`src/rtl/dsm_merge_pkg.sv`:
```
package dsm_merge_pkg;
  // Ternary contribution of one modulator bit: +1, -1 or 0 (history empty)
  typedef logic signed [1:0] tri_t;

  localparam int M0_TAPS = 4;
  localparam int M1_TAPS = 2;

  function automatic tri_t bit_to_tri(input logic b);
    return b ? 2'sb01 : 2'sb11;
  endfunction
endpackage

```
`src/rtl/dsm_tap_line.sv`:
```
module dsm_tap_line
  import dsm_merge_pkg::*;
#(
  parameter int DEPTH = 4
) (
  input  logic                 clk,
  input  logic                 rst_n,
  input  logic                 clr,
  input  logic                 shift,
  input  tri_t                 din,
  output tri_t [DEPTH-1:0]     taps
);
  tri_t [DEPTH-1:0] tap_q, tap_d;

  for (genvar k = 0; k < DEPTH; k++) begin : g_stage
    tri_t src;
    if (k == 0) begin : g_head
      assign src = din;
    end else begin : g_body
      assign src = tap_q[k-1];
    end

    always_comb begin
      tap_d[k] = tap_q[k];
      if (clr)        tap_d[k] = '0;
      else if (shift) tap_d[k] = src;
    end

    always_ff @(posedge clk or negedge rst_n) begin
      if (!rst_n) tap_q[k] <= '0;
      else        tap_q[k] <= tap_d[k];
    end
  end

  assign taps = tap_q;
endmodule

```
`src/rtl/dsm_modclk_div.sv`:
```
module dsm_modclk_div (
  input  logic clk,
  input  logic rst_n,
  input  logic sync_i,
  output logic mod_clk,
  output logic take
);
  // Phases 0..3 form the running cycle (high in 1 and 2); 4..7 are a
  // one-shot hold-off entered on restart, giving five low cycles.
  localparam logic [2:0] PH_WRAP  = 3'd3;
  localparam logic [2:0] PH_START = 3'd4;
  localparam logic [2:0] PH_RISE  = 3'd0;
  localparam logic [2:0] PH_HI_A  = 3'd1;
  localparam logic [2:0] PH_HI_B  = 3'd2;

  logic [2:0] ph_q, ph_d;
  logic       mclk_q, mclk_d;

  always_comb begin
    take = (ph_q == PH_RISE) && !sync_i;
    if (sync_i)              ph_d = PH_START;
    else if (ph_q == PH_WRAP) ph_d = PH_RISE;
    else                      ph_d = ph_q + 3'd1;
    mclk_d = (ph_d == PH_HI_A) || (ph_d == PH_HI_B);
  end

  always_ff @(posedge clk or negedge rst_n) begin
    if (!rst_n) begin
      ph_q   <= PH_START;
      mclk_q <= 1'b0;
    end else begin
      ph_q   <= ph_d;
      mclk_q <= mclk_d;
    end
  end

  assign mod_clk = mclk_q;

  assert_sync_low_R2: assert property (@(posedge clk) disable iff (!rst_n)
    sync_i |=> !mod_clk);
  assert_high_pair_R1: assert property (@(posedge clk) disable iff (!rst_n)
    ($rose(mod_clk) && !sync_i) |=> mod_clk);
  assert_low_after_high_R1: assert property (@(posedge clk) disable iff (!rst_n)
    ($fell(mod_clk) && !sync_i) |=> !mod_clk);
endmodule

```
`src/rtl/dsm_merge_core.sv`:
```
module dsm_merge_core
  import dsm_merge_pkg::*;
#(
  parameter int OUT_W = 8
) (
  input  tri_t                   m1_new,
  input  tri_t [M0_TAPS-1:0]     m0_taps,
  input  tri_t [M1_TAPS-1:0]     m1_taps,
  output logic signed [OUT_W-1:0] y
);
  localparam logic signed [OUT_W-1:0] K2 = OUT_W'(2);
  localparam logic signed [OUT_W-1:0] K3 = OUT_W'(3);
  localparam logic signed [OUT_W-1:0] K4 = OUT_W'(4);
  localparam logic signed [OUT_W-1:0] K6 = OUT_W'(6);
  localparam logic signed [OUT_W-1:0] K9 = OUT_W'(9);

  function automatic logic signed [OUT_W-1:0] ext(input tri_t v);
    return {{(OUT_W-2){v[1]}}, v};
  endfunction

  // m0_taps[k] holds M0[n-1-k]; m1_taps[k] holds M1[n-1-k]
  logic signed [OUT_W-1:0] m1_diff2, m0_sum;

  always_comb begin
    m1_diff2 = ext(m1_new) - K2 * ext(m1_taps[0]) + ext(m1_taps[1]);
    m0_sum   = K3 * ext(m0_taps[1]) - K6 * ext(m0_taps[2]) + K4 * ext(m0_taps[3]);
    y        = m0_sum + K9 * m1_diff2;
  end
endmodule

```
`src/rtl/dsm_stream_merge.sv`:
```
module dsm_stream_merge
  import dsm_merge_pkg::*;
#(
  parameter int OUT_W    = 8,
  parameter int SETTLE_N = 16
) (
  input  logic                    clk,
  input  logic                    rst_n,
  input  logic                    sync_i,
  input  logic                    m0_bit,
  input  logic                    m1_bit,
  output logic                    mod_clk,
  output logic signed [OUT_W-1:0] sample_o,
  output logic                    sample_vld,
  output logic                    settled
);
  localparam int CW = $clog2(SETTLE_N + 1);
  localparam logic [CW-1:0] SETTLE_MAX = CW'(SETTLE_N);

  // Reset: asserted asynchronously, released after two clk edges
  logic rst_s1, rst_core_n;
  always_ff @(posedge clk or negedge rst_n) begin
    if (!rst_n) begin
      rst_s1     <= 1'b0;
      rst_core_n <= 1'b0;
    end else begin
      rst_s1     <= 1'b1;
      rst_core_n <= rst_s1;
    end
  end

  logic take;
  dsm_modclk_div i_div (
    .clk     (clk),
    .rst_n   (rst_core_n),
    .sync_i  (sync_i),
    .mod_clk (mod_clk),
    .take    (take)
  );

  tri_t m0_new, m1_new;
  tri_t [M0_TAPS-1:0] m0_taps;
  tri_t [M1_TAPS-1:0] m1_taps;
  assign m0_new = bit_to_tri(m0_bit);
  assign m1_new = bit_to_tri(m1_bit);

  dsm_tap_line #(.DEPTH(M0_TAPS)) i_m0_line (
    .clk (clk), .rst_n (rst_core_n), .clr (sync_i), .shift (take),
    .din (m0_new), .taps (m0_taps)
  );
  dsm_tap_line #(.DEPTH(M1_TAPS)) i_m1_line (
    .clk (clk), .rst_n (rst_core_n), .clr (sync_i), .shift (take),
    .din (m1_new), .taps (m1_taps)
  );

  logic signed [OUT_W-1:0] y_c;
  dsm_merge_core #(.OUT_W(OUT_W)) i_core (
    .m1_new  (m1_new),
    .m0_taps (m0_taps),
    .m1_taps (m1_taps),
    .y       (y_c)
  );

  logic signed [OUT_W-1:0] smp_q, smp_d;
  logic                    vld_q, vld_d;
  logic [CW-1:0]           cnt_q, cnt_d;

  always_comb begin
    smp_d = take ? y_c : smp_q;
    vld_d = take;
    cnt_d = cnt_q;
    if (sync_i)                          cnt_d = '0;
    else if (take && cnt_q != SETTLE_MAX) cnt_d = cnt_q + CW'(1);
  end

  always_ff @(posedge clk or negedge rst_core_n) begin
    if (!rst_core_n) begin
      smp_q <= '0;
      vld_q <= 1'b0;
      cnt_q <= '0;
    end else begin
      smp_q <= smp_d;
      vld_q <= vld_d;
      cnt_q <= cnt_d;
    end
  end

  assign sample_o   = smp_q;
  assign sample_vld = vld_q;
  assign settled    = (cnt_q == SETTLE_MAX);

  assert_vld_on_rise_R4: assert property (@(posedge clk) disable iff (!rst_core_n)
    sample_vld |-> $rose(mod_clk));
  assert_hold_R6: assert property (@(posedge clk) disable iff (!rst_core_n)
    !sample_vld |-> $stable(sample_o));
  assert_range_R6: assert property (@(posedge clk) disable iff (!rst_core_n)
    sample_vld |-> (sample_o <= 49 && sample_o >= -49));
  assert_settle_clear_R8: assert property (@(posedge clk) disable iff (!rst_core_n)
    sync_i |=> !settled);
  assert_settle_with_vld_R8: assert property (@(posedge clk) disable iff (!rst_core_n)
    $rose(settled) |-> sample_vld);
  assert_no_take_on_sync_R9: assert property (@(posedge clk) disable iff (!rst_core_n)
    sync_i |=> !sample_vld);
endmodule

```
`config.mk`:
```
export PLATFORM = sky130hd
export DESIGN_NAME = dsm_stream_merge
export DESIGN_NICKNAME = d
export VERILOG_FILES = /design/src/rtl/dsm_merge_pkg.sv /design/src/rtl/dsm_tap_line.sv /design/src/rtl/dsm_modclk_div.sv /design/src/rtl/dsm_merge_core.sv /design/src/rtl/dsm_stream_merge.sv
export SDC_FILE = /design/constraint.sdc
export NUM_CORES = 1
export LEC_CHECK = 0
export ABC_CLOCK_PERIOD_IN_PS = 1200
export BUFFER_PORTS_ARGS = -buffer_cell sky130_fd_sc_hd__buf_4
export CAP_MARGIN = 10
export CORE_MARGIN = 2
export CORE_UTILIZATION = 50
export CTS_BUF_LIST = sky130_fd_sc_hd__clkbuf_8
export CTS_CLUSTER_SIZE = 8
export DETAILED_ROUTE_END_ITERATION = 8
export PLACE_DENSITY = 0.7
export SETUP_SLACK_MARGIN = 0.3
export SLEW_MARGIN = 20
export SYNTH_ARGS = -nofsm -noshare
export SYNTH_HDL_FRONTEND = slang
export SYNTH_HIERARCHICAL = 1
export SYNTH_SLANG_ARGS = --single-unit
```
`constraint.sdc`:
```
create_clock -name clk -period 1.2 [get_ports clk]
set_input_delay 0.06 -clock clk [delete_from_list [all_inputs] [get_ports clk]]
set_output_delay 0.06 -clock clk [all_outputs]
set_load 0.005 [all_outputs]
```
Word level (Yosys, flattened, before mapping)
Cells that the tools add are included.

word-level totals
  bits in registers = 32
  input bits = 5
  output and inout port bits = 11
  word-level logic and storage cells = 53

operators by class
  add/subtract/negate cells = 7
  multiply operators = 3
  equality and inequality tests = 5
  muxes and demuxes = 18
  reductions and logical operators = 7

operators by type and width
  operator             count
  $mux 2               14
  $mul 3x2->5 const A  2
  $mux 5               2
  $add 8x4->8          1
  $add 8x8->8          1
  $mul 5x8->8 const A  1
  $sub 8x8->8          1
  $eq 3x2->1 const B   2
  $mux 3               2
  $add 4x2->5          1
  $add 5x1->5 const B  1
  $eq 5x5->1 const B   1
  $ne 5x5->1 const B   1
  $reduce_bool 2->1    2
  $sub 2x3->4          1
  $add 3x1->3 const B  1
  $eq 3x1->1 const B   1
  $logic_not 3->1      1
  $logic_and 1x1->1    2
  $logic_not 1->1      1
  $logic_or 1x1->1     1

Depth between registers and ports, before layout
Gate-level depths: netlist of run 1.

  depth in word-level cells = 5
  depth in mapped cells = 21
  depth with buffers taken out = 20

Cells and area by module
Netlist of run 1, hierarchy kept.

modules (own cells, without submodules)
  module                    times used  cells an instance  area an instance (µm²)  seq. area each (µm²)
  dsm_merge_core            1           116                1063.5                  0.0
  dsm_stream_merge          1           50                 674.4                   400.4
  dsm_tap_line (i_m0_line)  1           26                 325.3                   200.2
  dsm_modclk_div            1           18                 201.4                   101.3
  dsm_tap_line (i_m1_line)  1           13                 160.2                   100.1

Least setup slack after synthesis of run 1
Ideal clock, no wire load.

  path type = reg-to-reg
  start = register i_m1_line.tap_q, in the netlist i_m1_line/g_stage[1].src[1]
  end = register smp_q[7] (netlist: sample_o[7])
  setup time = 0.125 ns
  data arrival time = 4.437 ns
  data required time = 1.075 ns
  setup slack = -3.362 ns
  cell stages (with the launch flop) = 20
  buffers on the path = 1
  clock period less this slack = 4.562 ns
  path through = dfrtp_1 -> fa_1 -> buf_2 -> inv_1 -> ha_1 -> nor4b_1 -> nor4_1 -> o21ai_1 -> inv_1 -> fa_1 -> fa_1 -> inv_1 -> ha_1 -> inv_1 -> fa_1 -> inv_1 -> a21o_1 -> a21oi_1 -> xnor2_1 -> mux2_2

on the way
  word-level cells in the longest chain between the ends = 4

RTL lines
  what                              line                    text
  start: declaration                dsm_tap_line.sv:13      tri_t [DEPTH-1:0] tap_q, tap_d;
  start signal: indexed assignment  dsm_tap_line.sv:31      else tap_q[k] <= tap_d[k];
  $sub 2x3->4                       dsm_merge_core.sv:25    m1_diff2 = ext(m1_new) - K2 * ext(m1_taps[0]) + ext(m1_taps[1]);
  $add 4x2->5                       dsm_merge_core.sv:25
  $mul 5x8->8                       dsm_merge_core.sv:27    y = m0_sum + K9 * m1_diff2;
  $add 8x8->8                       dsm_merge_core.sv:27
  via y_c[7]                        dsm_stream_merge.sv:56  logic signed [OUT_W-1:0] y_c;
  end signal: assignment            dsm_stream_merge.sv:82  smp_q <= smp_d;
  end: declaration                  dsm_stream_merge.sv:64  logic signed [OUT_W-1:0] smp_q, smp_d;

The timed path passes the listed nets, and every way through them passes these cells.
A chain may end at the register's enable or synchronous reset.

Final worst setup path of run 1
  start = register i_m1_line.tap_q, in the netlist i_m1_line/taps[3]
  end = register smp_q[7] (netlist: sample_o[7])

on the way
  word-level cells in the longest chain between the ends = 3

RTL lines
  what         line
  $add 4x2->5  dsm_merge_core.sv:25
  $mul 5x8->8  dsm_merge_core.sv:27
  $add 8x8->8  dsm_merge_core.sv:27
  via y_c[7]   dsm_stream_merge.sv:56

The timed path passes the listed nets, and every way through them passes these cells.

==> run summary, run 1 <==
Status: finished with violations
Failing checks: setup timing
Max VDD drop: 0.000796 V
Pwr Density: 1230 nW/um2
Chip height: 73.6 um
Crit-path cells: inv_2 -> buf_6 -> fa_2 -> ha_4 -> or4b_4 -> o31ai_2 -> o31a_4 -> fa_1 -> inv_1 -> fa_1 -> inv_1 -> fa_2 -> ha_4 -> a21oi_2 -> xnor2_1 -> mux2_4
Crit. End Element: register
Synth top cells by count: inv_1 (44), dfrtp_1 (31), ha_1 (28), nor2_1 (18)
Crit-path max FO: 5
Min cycle time layout: 4.23 ns
Initial Utilization: 0.517
CTS tree: built
Clock Skew: 0.0107 ns
Slowest CP cell: or4b_4
First-pass GRT wire length: 8.31 mm
GRT Overall Usage: 0.200
Fraction of registers with async set/reset: 1.00
Nets: 346
Post-layout util: 0.753
Layout Area Growth over Synthesis: 45.7%
Clk sinks: 32
H-tree depth: 2
FMAX: 0.236 GHz
Placeable Area: 4690 um2
Synth Flop Type: dfrtp_1
Area share of the largest cell type after synthesis: 0.320
Post-synth EDFFs: 0
CTS root buffer: clkbuf_8
Share of cells above drive strength 1: 0.507
DIE WIDTH: 73.6 um
Port bufs: 15
Worst Path Arrival: 4.41 ns
CTS Buf Count: 5
Final hold viol count: 0
Avg Inst Size Synth: 10.9 um2
Post-synthesis sequential area ratio: 0.331
Vias per cell: 4.98
DP Wirelength: 3.27 mm
Max-cap violation count: 0
Setup WS post-layout: -3.03 ns
Hold Crit Class: in -> async
Area leader, netlist: dfrtp_1
Crit Path Class: reg -> reg
Ys Warns: 6
Vias: 1764
Synth area leaders: dfrtp_1 (32%), ha_1 (14%), fa_1 (12%), inv_1 (6.8%), mux2i_1 (5.8%)
Unrepaired setup endpoints after global routing: yes
Pin count of the biggest net entering global routing: 23
Inserted Diodes: 0
WP data required: 1.38 ns
Crit-path max cell delay: 0.54 ns
Clk_lat worst skew: 0.29 ns
DRC: 0
I/O pin count: 16
Grt total ovfl: 0
Number of unique standard cell types used by synthesis: 41
Startpoint types: register
TritonRoute pass-1 iters: 4
Post-DR wirelength/cell: 13.9 um
Initial drt markers: 71
Yosys reg bits: 32
Pins Over Slew Limit: 0
DRT antenna net count: 0
GPL Wtd Cong: 0.762
Cell Rows: 25
DRT Wirelength: 4.94 mm
Vias in the first global route: 1926
Cells after synthesis: 223
Final Power: 4.35 mW
Die area: 5420 um2
Final period util: 3.53
Most common cell in the netlist: inv_1
Setup violations, final: 27
Initial antenna violation count: 0
Pleak: 1.71 nW
Longest Clk Path Bufs: 2
Mapped Area: 2420 um2
Clock-pin slew on the worst setup and hold paths: 0.07 ns
[logic make-up after synthesis]
| group | after synthesis | synth area share |
|---|---|---|
| flops | 32 | 0.331 |
| mux | 23 | 0.101 |
| fa+ha+maj | 42 | 0.260 |
| xor+xnor | 16 | 0.0578 |
| compound gates | 14 | 0.0459 |
| buf+inv | 51 | 0.0872 |
| simple gates | 44 | 0.116 |
| other cells | 1 | 0.00155 |
[worst max-delay path, delay by kind of cell (launching register included)]
kind	cells	cell delay (ns)
compound gates	3	0.37
xor+xnor	1	0.07
fa+ha+maj	6	2.17
buf+inv	4	0.33
flops	1	0.38
mux	1	0.26
simple gates	1	0.54
[layer usage]
layer  wire length (um)  vias up  GRT usage
met2               2760       20      0.358
met3                111        8     0.0425
met5                  0        -          0
met4                 59        0     0.0667
li1                   -      863          -
met1               2010      873      0.236
[final timing paths]
check / from / to / slack [ns] / cells past startpoint
worst max-delay path: i_m1_line/taps[3] / sample_o[7] / -3.03 / 16
max in group asynchronous: rst_core_n / sample_vld / 0.66 / 1
worst min-delay path: rst_n / rst_s1 / 0.09 / 2
worst min register to register: rst_core_n / cnt_q[4] / 0.14 / 0
worst max register to register: i_m1_line/taps[3] / sample_o[7] / -3.03 / 16
min in group clk: m0_bit / i_m0_line/g_stage[1].src[1] / 0.10 / 4
[through the flow]
step           setup WS (ns)  hold WS [ns]  instance area, um2  std cells  setup TNS [ns]
2_1_floorplan          -2.92        -0.236                2570        226          -19.35
3_3_place_gp           -3.11        -0.156                3040        332          -22.19
3_5_place_dp           -3.18        -0.155                3040        332          -23.02
4_1_cts                -3.06        0.0805                3400        349          -21.80
5_1_grt                -3.23         0.105                3530        354          -25.59
6_report               -3.03        0.0933                3530        354          -22.56
[power breakdown]
| group | switching (mW) | leakage [nW] | internal [mW] |
|---|---|---|---|
| Clock | 0.385 | 0.0557 | 0.514 |
| Combinational | 0.872 | 1.23 | 1.26 |
| Sequential | 0.0890 | 0.424 | 1.22 |
| Total | 1.35 | 1.71 | 3.00 |
[layout by cell type, fill, tap and decap left out, types with 2 or more instances in the layout]
master     n
buf_4     55
inv_1     30
dfrtp_1   30
nor2_1    18
ha_1      16
inv_2     15
mux2i_1   14
buf_6     13
ha_4      12
mux2_4     8
xnor2_1    8
clkbuf_8   7
fa_2       7
fa_1       7
xnor2_2    4
conb_1     4
xor2_1     3
a21oi_1    3
nand2b_1   3
nand2b_4   3
a21o_1     3
nand4_1    2
nand2_1    2
nor2b_4    2
and3b_2    2
o21ai_2    2
a21oi_2    2
buf_12     2
[cell type report]
class,instances,area (um2)
Sequential cell,32,803
Clock buffer,7,96.3
Timing Repair Buffer,73,652
Multi-Input combinational cell,143,1750
Inverter,44,165
Fill cell,299,1160
Tap cell,54,67.6
Clock inverter,1,3.75
[flip-flops by register name (all words and copies together), names as in the netlist, 2 cells and up]
name	cells
cnt_q	5
i_div/ph_q	3
i_m0_line/g_stage.src	6
i_m0_line/taps	2
i_m1_line/g_stage.src	2
i_m1_line/taps	2
sample_o	8
[what timing repair did]
item,in CTS,in global routing
hold buffers,1,0
hold endpoints to repair,2,0
pin swaps,39,19
resized for setup,35,22
setup endpoints to repair,31,32
buffers inserted,7,5
gates cloned,1,0
No activity file was read; power rests on OpenSTA's default activity.
==> run 2, diff against run 1 <==
- ABC_CLOCK_PERIOD_IN_PS: 1200 -> 3600
- CAP_MARGIN: 10 -> 20
- GPL_TIMING_DRIVEN: unset -> 0
- PLACE_DENSITY: 0.7 -> 0.72
- clock period: 1.2 -> 3.6 ns (I/O delays scaled with it)
==> run 2 against run 1 <==
Effect of this change: the flow still finishes with violations (setup timing); worst hold slack better by 0.091 ns; sequential share of layout area increased by 4.5 points; power fell by 67%; via count decreased by 11%; maximum frequency down 3.2%; highest routed layer unchanged; flip-flop and latch count unchanged; cell area decreased by 17%; first-iteration DRC count fell by 38%; die area unchanged; clock skew down 0.0034 ns.
==> run summary, run 2 (synthesized netlist as in run 1, its figures left out) <==
Status: finished with violations
Failing checks: setup timing
DRT Wirelength: 4.10 mm
Pleak: 1.44 nW
Setup violations, final: 4
Final Power: 1.44 mW
Slew @ Worst Pin: 0.752 ns
Share of cells above drive strength 1: 0.323
WP data required: 3.77 ns
Worst slew margin: 0.498
I/O pin count: 16
Vias per cell: 5.04
Vias: 1567
Crit-path max FO: 7
DP Wirelength: 2.93 mm
Unrepaired setup endpoints after global routing: yes
DRT antenna net count: 0
Clock-pin slew on the worst setup and hold paths: 0.07 ns
GRT Overall Usage: 0.176
Clk_lat worst skew: 0.28 ns
Cell Rows: 25
Chip height: 73.6 um
Hold Crit Class: in -> reg
Final period util: 1.21
Fin area: 2950 um2
Pin count of the biggest net entering global routing: 31
Crit Path Class: reg -> reg
Placeable Area: 4690 um2
Initial drt markers: 44
Final hold viol count: 0
Worst Path Arrival: 4.54 ns
Startpoint types: register
Commonest non-fill, non-tap cell in the layout: inv_1
FMAX: 0.229 GHz
Die area: 5420 um2
Min cycle time layout: 4.37 ns
DIE WIDTH: 73.6 um
Max VDD drop: 0.000480 V
Pins Over Slew Limit: 0
Nets: 303
Largest reg by FF count: sample_o
Inserted Diodes: 0
DRC: 0
Grt total ovfl: 0
Crit. End Element: register
CTS Buf Count: 5
Post-detailed-placement cell area: 2680 um2
Pwr Density: 488 nW/um2
Clock Skew: 0.00720 ns
TritonRoute pass-1 iters: 4
Longest Clk Path Bufs: 2
Clk sinks: 32
Port bufs: 15
First-pass GRT wire length: 7.27 mm
Post-DR wirelength/cell: 13.2 um
Layout Area Growth over Synthesis: 21.6%
CTS root buffer: clkbuf_8
Most frequent cells in the layout: inv_1 (37), dfrtp_1 (30), ha_1 (22)
GPL Wtd Cong: 0.725
Max-cap violation count: 0
Initial antenna violation count: 0
Post-layout util: 0.629
H-tree depth: 2
Vias in the first global route: 1617
CTS tree: built
Setup WS post-layout: -0.770 ns
Max reg flops: 8
Initial Utilization: 0.517
## run 2: cell types whose count changed in the layout (fill, tap and decap cells not counted), moves of 3 or more
cell	previous run	this run
mux2_4	8	5
mux2_2	1	4
buf_6	13	4
ha_1	16	22
fa_1	7	12
ha_4	12	4
buf_4	55	21
inv_2	15	6
inv_1	30	37
fa_2	7	2
## run 2: layout make-up
type | instances | area (um2)
Buffer | 7 | 52.6
Inverter | 44 | 171
Fill cell | 396 | 1740
Clock buffer | 5 | 68.8
Clock inverter | 3 | 38.8
Sequential cell | 32 | 803
Timing Repair Buffer | 23 | 179
Multi-Input combinational cell | 143 | 1570
Tap cell | 54 | 67.6
## run 2: final timing paths
path                       slack, ns         startpoint          end  depth (start not counted)
min in group asynchronous       0.20              rst_n   rst_core_n                          2
max in group asynchronous       2.86         rst_core_n  sample_o[1]                          0
min                             0.18             sync_i     cnt_q[2]                          2
max                            -0.77  i_m1_line/taps[3]  sample_o[7]                         18
max reg2reg                    -0.77  i_m1_line/taps[3]  sample_o[7]                         18
min reg2reg                     0.31         rst_core_n  sample_o[2]                          0
## run 2: worst max-delay path: stages (launching register included)
cell     delay [ns]
dfrtp_1        0.36
inv_2          0.06
fa_1           0.54
buf_6          0.15
inv_4          0.04
ha_4           0.23
nor4b_2        0.24
nor4_1         0.08
o21ai_1        0.19
inv_1          0.08
fa_2           0.35
fa_1           0.49
inv_1          0.05
fa_1           0.53
ha_4           0.22
a21o_1         0.17
a21oi_2        0.13
xnor2_1        0.08
mux2_4         0.26
## run 2: repair_timing
action / CTS / global route
hold buffers: 1 / 0
setup endpoints to repair: 5 / 6
gates resized for setup: 11 / 11
setup buffers: 6 / 1
hold endpoints to repair: 2 / 0
pin swaps: 7 / 7
## run 2: per-layer routing
layer / vias to the layer above / track usage / share of wire
li1: 773 / - / -
met4: 0 / 0.0606 / 0.016
met3: 7 / 0.0329 / 0.018
met1: 777 / 0.224 / 0.45
met5: - / 0 / 0
met2: 10 / 0.299 / 0.51
## run 2: through the flow
step | std cells | setup slack, ns | setup TNS [ns] | hold WS (ns)
CTS | 310 | -0.783 | -2.74 | 0.178
finish | 311 | -0.770 | -2.71 | 0.184
global route | 311 | -0.939 | -3.36 | 0.188
detailed placement | 295 | -0.870 | -3.08 | -0.0369
global placement | 295 | -0.848 | -2.97 | -0.0375
floorplan | 226 | -0.516 | -1.69 | -0.116
## run 2: power by group
group          internal (mW)  switching, mW
registers              0.407         0.0314
logic                  0.380          0.286
clock network          0.202          0.132
